$ cat src/rtl/qdac_pkg.sv
package qdac_pkg;
    localparam int NUM_CH  = 4;
    localparam int CODE_W  = 8;
    localparam int SEL_W   = $clog2(NUM_CH);
    localparam int WORD_W  = SEL_W + 1 + CODE_W;
    localparam int LEVEL_W = CODE_W + 2;
    localparam int N_SER   = 4;

    // Positions of the oversampled serial inputs
    localparam int IN_SCLK = 0;
    localparam int IN_SDAT = 1;
    localparam int IN_LOAD = 2;
    localparam int IN_HOLD = 3;
    // Idle level of each serial input, used as the synchronizer reset value
    localparam logic [N_SER-1:0] IN_IDLE = 4'b0100;

    typedef struct packed {
        logic              rng;
        logic [CODE_W-1:0] code;
    } chan_val_t;

    // Bit order follows the wire: select first, then range, then code MSB first
    typedef struct packed {
        logic [SEL_W-1:0] sel;
        chan_val_t        val;
    } cmd_word_t;

    function automatic logic [LEVEL_W-1:0] ideal_level(chan_val_t v);
        logic [LEVEL_W-1:0] base;
        base = LEVEL_W'(v.code);
        return v.rng ? (base << 1) : base;
    endfunction
endpackage

$ cat src/rtl/qdac_sync_edge.sv
module qdac_sync_edge #(
    parameter int   STAGES  = 2,
    parameter logic RST_VAL = 1'b0
) (
    input  logic clk,
    input  logic rst,
    input  logic d,
    output logic lvl,
    output logic rise,
    output logic fall
);
    logic [STAGES-1:0] chain;
    logic              prev;

    always_ff @(posedge clk) begin
        if (rst) begin
            chain <= {STAGES{RST_VAL}};
            prev  <= RST_VAL;
        end else begin
            chain <= {chain[STAGES-2:0], d};
            prev  <= chain[STAGES-1];
        end
    end

    assign lvl  = chain[STAGES-1];
    assign rise = lvl & ~prev;
    assign fall = ~lvl & prev;
endmodule

$ cat src/rtl/qdac_shifter.sv
module qdac_shifter
    import qdac_pkg::*;
(
    input  logic      clk,
    input  logic      rst,
    input  logic      clear,
    input  logic      shift,
    input  logic      bit_in,
    output cmd_word_t word
);
    logic [WORD_W-1:0] sr;

    // Older bits fall off the top, so only the newest WORD_W bits remain
    always_ff @(posedge clk) begin
        if (rst || clear) begin
            sr <= '0;
        end else if (shift) begin
            sr <= {sr[WORD_W-2:0], bit_in};
        end
    end

    assign word = cmd_word_t'(sr);
endmodule

$ cat src/rtl/qdac_chan_latch.sv
module qdac_chan_latch
    import qdac_pkg::*;
(
    input  logic      clk,
    input  logic      rst,
    input  logic      wr_in,
    input  logic      pass_now,
    input  logic      copy_all,
    input  chan_val_t new_val,
    output chan_val_t in_q,
    output chan_val_t out_q
);
    always_ff @(posedge clk) begin
        if (rst) begin
            in_q  <= '0;
            out_q <= '0;
        end else begin
            if (wr_in) begin
                in_q <= new_val;
            end
            // A direct write wins over the group copy
            if (wr_in && pass_now) begin
                out_q <= new_val;
            end else if (copy_all) begin
                out_q <= in_q;
            end
        end
    end
endmodule

$ cat src/rtl/qdac_cmd_rx.sv
module qdac_cmd_rx
    import qdac_pkg::*;
#(
    parameter int SYNC_STAGES = 2
) (
    input  logic                          clk,
    input  logic                          rst,
    input  logic                          ser_clk_i,
    input  logic                          ser_dat_i,
    input  logic                          ser_load_i,
    input  logic                          ser_hold_i,
    output logic [NUM_CH-1:0][CODE_W-1:0]  code_o,
    output logic [NUM_CH-1:0]             range_o,
    output logic [NUM_CH-1:0][LEVEL_W-1:0] level_o
);
    logic [N_SER-1:0] raw_in, in_lvl, in_rise, in_fall;
    logic             do_shift, load_fall, hold_fall, hold_lvl;
    logic [NUM_CH-1:0] in_wr;
    cmd_word_t        word;
    chan_val_t [NUM_CH-1:0] in_vals;
    chan_val_t [NUM_CH-1:0] out_vals;
    logic             unused_edges;

    assign raw_in = {ser_hold_i, ser_load_i, ser_dat_i, ser_clk_i};

    for (genvar i = 0; i < N_SER; i++) begin : g_sync
        qdac_sync_edge #(
            .STAGES (SYNC_STAGES),
            .RST_VAL(IN_IDLE[i])
        ) sync_i (
            .clk (clk),
            .rst (rst),
            .d   (raw_in[i]),
            .lvl (in_lvl[i]),
            .rise(in_rise[i]),
            .fall(in_fall[i])
        );
    end

    assign do_shift  = in_fall[IN_SCLK] & in_lvl[IN_LOAD];
    assign load_fall = in_fall[IN_LOAD];
    assign hold_fall = in_fall[IN_HOLD];
    assign hold_lvl  = in_lvl[IN_HOLD];
    assign unused_edges = ^{in_rise[IN_SCLK], in_rise[IN_SDAT], in_fall[IN_SDAT],
                            in_rise[IN_HOLD]};

    qdac_shifter shift_i (
        .clk   (clk),
        .rst   (rst),
        .clear (in_rise[IN_LOAD]),
        .shift (do_shift),
        .bit_in(in_lvl[IN_SDAT]),
        .word  (word)
    );

    for (genvar c = 0; c < NUM_CH; c++) begin : g_chan
        assign in_wr[c] = load_fall && (word.sel == SEL_W'(c));

        qdac_chan_latch latch_i (
            .clk     (clk),
            .rst     (rst),
            .wr_in   (in_wr[c]),
            .pass_now(~hold_lvl),
            .copy_all(hold_fall),
            .new_val (word.val),
            .in_q    (in_vals[c]),
            .out_q   (out_vals[c])
        );

        assign code_o[c]  = out_vals[c].code;
        assign range_o[c] = out_vals[c].rng;
        assign level_o[c] = ideal_level(out_vals[c]);
    end
endmodule

$ cat config.mk
export PLATFORM = sky130hd
export DESIGN_NAME = qdac_cmd_rx
export DESIGN_NICKNAME = d
export VERILOG_FILES = /design/src/rtl/qdac_pkg.sv /design/src/rtl/qdac_sync_edge.sv /design/src/rtl/qdac_shifter.sv /design/src/rtl/qdac_chan_latch.sv /design/src/rtl/qdac_cmd_rx.sv
export SDC_FILE = /design/constraint.sdc
export NUM_CORES = 1
export LEC_CHECK = 0
export BUFFER_PORTS_ARGS = -buffer_cell sky130_fd_sc_hd__buf_4
export CORE_ASPECT_RATIO = 1.1
export CORE_MARGIN = 2
export CORE_UTILIZATION = 35
export CTS_CLUSTER_DIAMETER = 200
export DETAILED_ROUTE_END_ITERATION = 10
export PLACE_DENSITY = 0.54
export SETUP_SLACK_MARGIN = 0.15
export SYNTH_ARGS = -nofsm -noshare
export SYNTH_HDL_FRONTEND = slang
export SYNTH_HIERARCHICAL = 1
export SYNTH_SLANG_ARGS = --single-unit
$ cat constraint.sdc
create_clock -name clk -period 1.7 [get_ports clk]
set_input_delay 0.17 -clock clk [delete_from_list [all_inputs] [get_ports clk]]
set_output_delay 0.17 -clock clk [all_outputs]
set_load 0.01 [all_outputs]
Word level (Yosys, flattened, before mapping)
Cells that the tools add are included.
{ "op_classes": {"eq_ne": 3, "mux": 12, "bitwise": 9, "reduce_logical": 14} }
{ "op_table": {"columns": ["cell", "count"], "rows": [
  ["9-bit 2-to-1 mux", 12],
  ["1-bit logical AND", 8],
  ["2-bit nonzero test", 4],
  ["1-bit bitwise AND", 5],
  ["2-bit equality test (second input constant)", 2],
  ["1-bit inverter", 4],
  ["2-bit by 1-bit equality test with 1-bit output (second input constant)", 1],
  ["2-bit zero test", 1],
  ["1-bit logical OR", 1]
]} }
{ "word_totals": {"reg_bits": 94, "in_bits": 6, "out_inout_bits": 76, "wordCells": 62} }

Longest topological paths before layout
{ "logic_depth": {"word_depth": 5, "mapped_depth": 6, "ltp_nobuf": 4} }

By module
The synthesis kept the hierarchy.
{ "by_module_without_submodules": {"columns": ["mod", "instances", "cells_each", "area_per_inst_um2", "seq_area_each_um2"], "rows": [
  ["qdac_chan_latch", 4, 70, 855.8, 360.3],
  ["qdac_cmd_rx", 1, 51, 601.8, 0.0],
  ["qdac_shifter", 1, 36, 400.4, 220.2],
  ["qdac_sync_edge (g_sync[0].sync_i ...)", 3, 8, 91.3, 60.1],
  ["qdac_sync_edge (g_sync[2].sync_i)", 1, 8, 92.6, 60.1]
]} }

Least setup slack after synthesis
Ideal clock, no wire load.
{ "synth_path": {"path_type": "reg2reg", "from": "reg g_sync[2].sync_i.chain[1]", "to": "reg g_chan[0].latch_i/in_q[4] in the netlist's numbering", "setup_time_ps": 118, "arrival_time_ps": 1225, "required_ps": 1582, "setup_slack_ps": 357, "path_stages_with_launch": 7, "path_buffers": 2, "synth_period_minus_slack_ps": 1343, "cell_sequence": "dfxtp_1 > and2b_1 > nor3b_1 > buf_6 > buf_12 > mux2i_1 > nor2_1"} }
{ "synth_via": {"elab_chain_len": 3} }
{ "synth_lines": {"columns": ["element", "line_no", "source"], "rows": [
  ["from (decl)", "qdac_sync_edge.sv:12", "logic [STAGES-1:0] chain;"],
  ["from (signal assigned)", "qdac_sync_edge.sv:17", "chain <= {STAGES{RST_VAL}};"],
  ["from (signal assigned)", "qdac_sync_edge.sv:20", "chain <= {chain[STAGES-2:0], d};"],
  ["1-bit inverter", "qdac_sync_edge.sv:27", "assign fall = ~lvl & prev;"],
  ["1-bit bitwise AND", "qdac_sync_edge.sv:27", null],
  ["net in_fall[2]", "qdac_cmd_rx.sv:16", "logic [N_SER-1:0] raw_in, in_lvl, in_rise, in_fall;"],
  ["1-bit logical AND", "qdac_cmd_rx.sv:57", "assign in_wr[c] = load_fall && (word.sel == SEL_W'(c));"],
  ["net in_wr[0]", "qdac_cmd_rx.sv:18", "logic [NUM_CH-1:0] in_wr;"],
  ["to (signal assigned)", "qdac_chan_latch.sv:19", "in_q <= new_val;"],
  ["to (decl)", "qdac_chan_latch.sv:10", "output chan_val_t in_q,"]
]} }
The timed path passes the listed nets, and every way through them passes these cells.
A chain may end at the register's enable or synchronous reset.

==> summary.txt <==
Global routing
  • GRT Residual Overflow: 0
  • Initial antenna violation count: 0
  • Vias in the first global route: 2878
  • Largest net degree at the start of global routing: just over 40
  • Global Route Usage Sum: 13.84%
  • First-pass GRT wire length: approximately 16000 um

Power
  • Pwr Total: 4.447 mW
  • Internal Pwr Total: ~3.5 mW
  • Comb pwr share: 5.1%
  • Pleak: 2.213 nW
  • PD cells: about 800 nW/um^2
  • Sequential fraction of design power: 50.4%
  • Psw: 970.9 uW
  • Clk network pwr share: 44.5%
  • Sw frac: a little over a fifth
  • Worst ir drop on vdd: between 400 and 500 uV

Clock tree
  • H-tree levels: 3
  • CTS root buffer: clkbuf_16
  • Post-CTS setup buffer count: 0
  • TritonCTS Buffers: 9
  • Clock slew at reported path FFs: 0.06 ns
  • Worst skew pair latency: approximately 0.34 ns
  • CTS tree: done
  • Clock Tree Buf Depth: 2
  • Clock Sink Count: 94
  • CTS Hold Buffers Added: 0

Timing
  • Final period utilization: 87.78%
  • Final setup violation count: 0
  • Unrepaired setup endpoints after global routing: no
  • Max Fclk: 670.1 MHz
  • Count of final max-slew check failures: 0
  • Max Clock Skew: approximately 0.0066 ns
  • Slew @ Worst Pin: 0.5448 ns
  • Crit path time final: 1.492 ns
  • Hold Fails Final Rpt: 0
  • Relative slew slack: 63.63%
  • Setup TNS: 0 ns

Final layout
  • Register area: 1886 um^2
  • ANT cells: 0
  • Proportion of layout cells with a drive suffix above 1: roughly 46%
  • Layout area overhead: 19.90%
  • Multi-input logic area: roughly 2500 um^2
  • Layout fillers: 1267
  • Final Net Count: 469

Detailed routing
  • DR iter-0 viols: 67
  • Via density: 4.851
  • Antenna viol nets, final: 0
  • Total wire length: 9716 um
  • Wire per inst: ~15 um
  • DR pass1 iterations: 5
  • DRC Markers: 0
  • Total number of vias: 3051

Place
  • Final Wtd Congestion: 0.7163
  • Detailed placement HPWL: 6107 um
  • Port bufs: 77

Die
  • Die Y: 126.1 um
  • Die Wd: roughly 110 um
  • CORE AREA: about 13000 um^2
  • Ports: 82
  • Die area: 14490 um^2
  • Starting Density: 35.88%
  • Rows: 44

Setup path
  • Crit-path max FO: 11
  • Arrival time at the worst endpoint: about 1.3 ns
  • Critical path endpoint category: primary output
  • Critical Path Source Type: flop
  • Critical path class: flop to primary output
  • Data required time at the worst endpoint: ~1.5 ns

Flow run
  • Max-cap viol count: 0

Synth
  • Mapped cell area: 4741 um^2
  • Synth warnings: 6
  • Mapped Cells: 393
  • Mapped Avg Cell Area: 12.06 um^2

Outcome
  • Status: complete, no violations

Hold path
  • Hold Path Class: input pin to flop
==> final cells by class <==
| type | count | area share (%) |
|---|---|---|
| inverters | 1 | 0.06604 |
| repair buffers | 90 | 13.27 |
| flip-flops and latches | 94 | 33.17 |
| clock buffers | 14 | 4.997 |
| multi-input cells | 267 | 44.71 |
| clock inverters | 2 | 0.2421 |
| well taps | 161 | 3.544 |
==> metrics by stage <==
step,hold WS [ns],worst slack [ns],cell area (um^2),std cells,util (%)
floorplan,0.2416,0.3574,4752,396,-
global placement,0.3521,0.3324,5379,613,40.71
detailed placement,0.3533,0.2796,5379,613,40.71
CTS,0.0007128,0.1810,5680,629,42.99
global route,0.003470,0.1517,5684,629,43.02
finish,0.01105,0.2077,5684,629,43.02
==> path summary, 6_finish.rpt <==
check	from	endpoint	slack, ns	depth (start not counted)
max	g_chan[3].latch_i/out_q[8]	level_o[35]	0.21	2
min	ser_load_i	g_sync[2].sync_i/chain[0]	0.01	2
max reg2reg	g_sync[2].sync_i/chain[1]	g_chan[3].latch_i/out_q[1]	0.27	5
min reg2reg	g_sync[2].sync_i/chain[0]	g_sync[2].sync_i/chain[1]	0.43	1
==> routing by layer <==
layer | routed length (um) | GRT usage, % | part of all wire (%) | vias to the layer above
met1 | 4540 | 18.50 | 47 | 1460
met3 | 234 | 2.021 | 2.4 | 10
li1 | - | - | - | 1532
met4 | 146 | 5.315 | 1.5 | 0
met2 | 4794 | 22.46 | 49 | 49
met5 | 0 | 0 | 0 | -
==> worst max-delay path, stage by stage (launching register included) <==
cell and delay, ns:
dfxtp_2 0.51, mux2_4 0.33, buf_4 0.14
==> registers in the layout (all words and copies together), names as in the netlist <==
signal	flops
g_sync.sync_i/chain	8
g_chan.latch_i/out_q	36
g_sync.sync_i/prev	3
g_chan.latch_i/in_q	36
shift_i/word	11
==> power by group through the flow <==
| stage | registers, mW | clock network (mW) | logic (mW) |
|---|---|---|---|
| after global placement | 2.29 | 0 | 0.225 |
| after detailed placement | 2.29 | 0 | 0.227 |
| after global routing | 2.24 | 2.14 | 0.242 |
| final | 2.24 | 1.98 | 0.225 |
| after CTS | 2.24 | 2.03 | 0.227 |
| after floorplan | 2.29 | 0 | 0.173 |
==> repair_timing <==
action / 4_1_cts / 5_1_grt
endpoints found under the hold margin: 0 / 0
resized for setup: 3 / 1
setup endpoints to repair: 25 / 4
==> cells in the final DEF (no fill, tap or decap), types with 3 or more instances in the layout <==
cell,instances
or2_1,4
nor2b_1,10
and3b_2,32
mux2i_1,83
mux2_4,28
and3b_1,6
and2b_1,4
nor2_1,47
clkbuf_16,9
and2_2,4
conb_1,4
dfxtp_1,91
buf_4,83
nand2_8,4
clkbuf_8,4
a211oi_2,36
buf_12,6
dfxtp_2,3
Power figures use the tool's default switching activity.
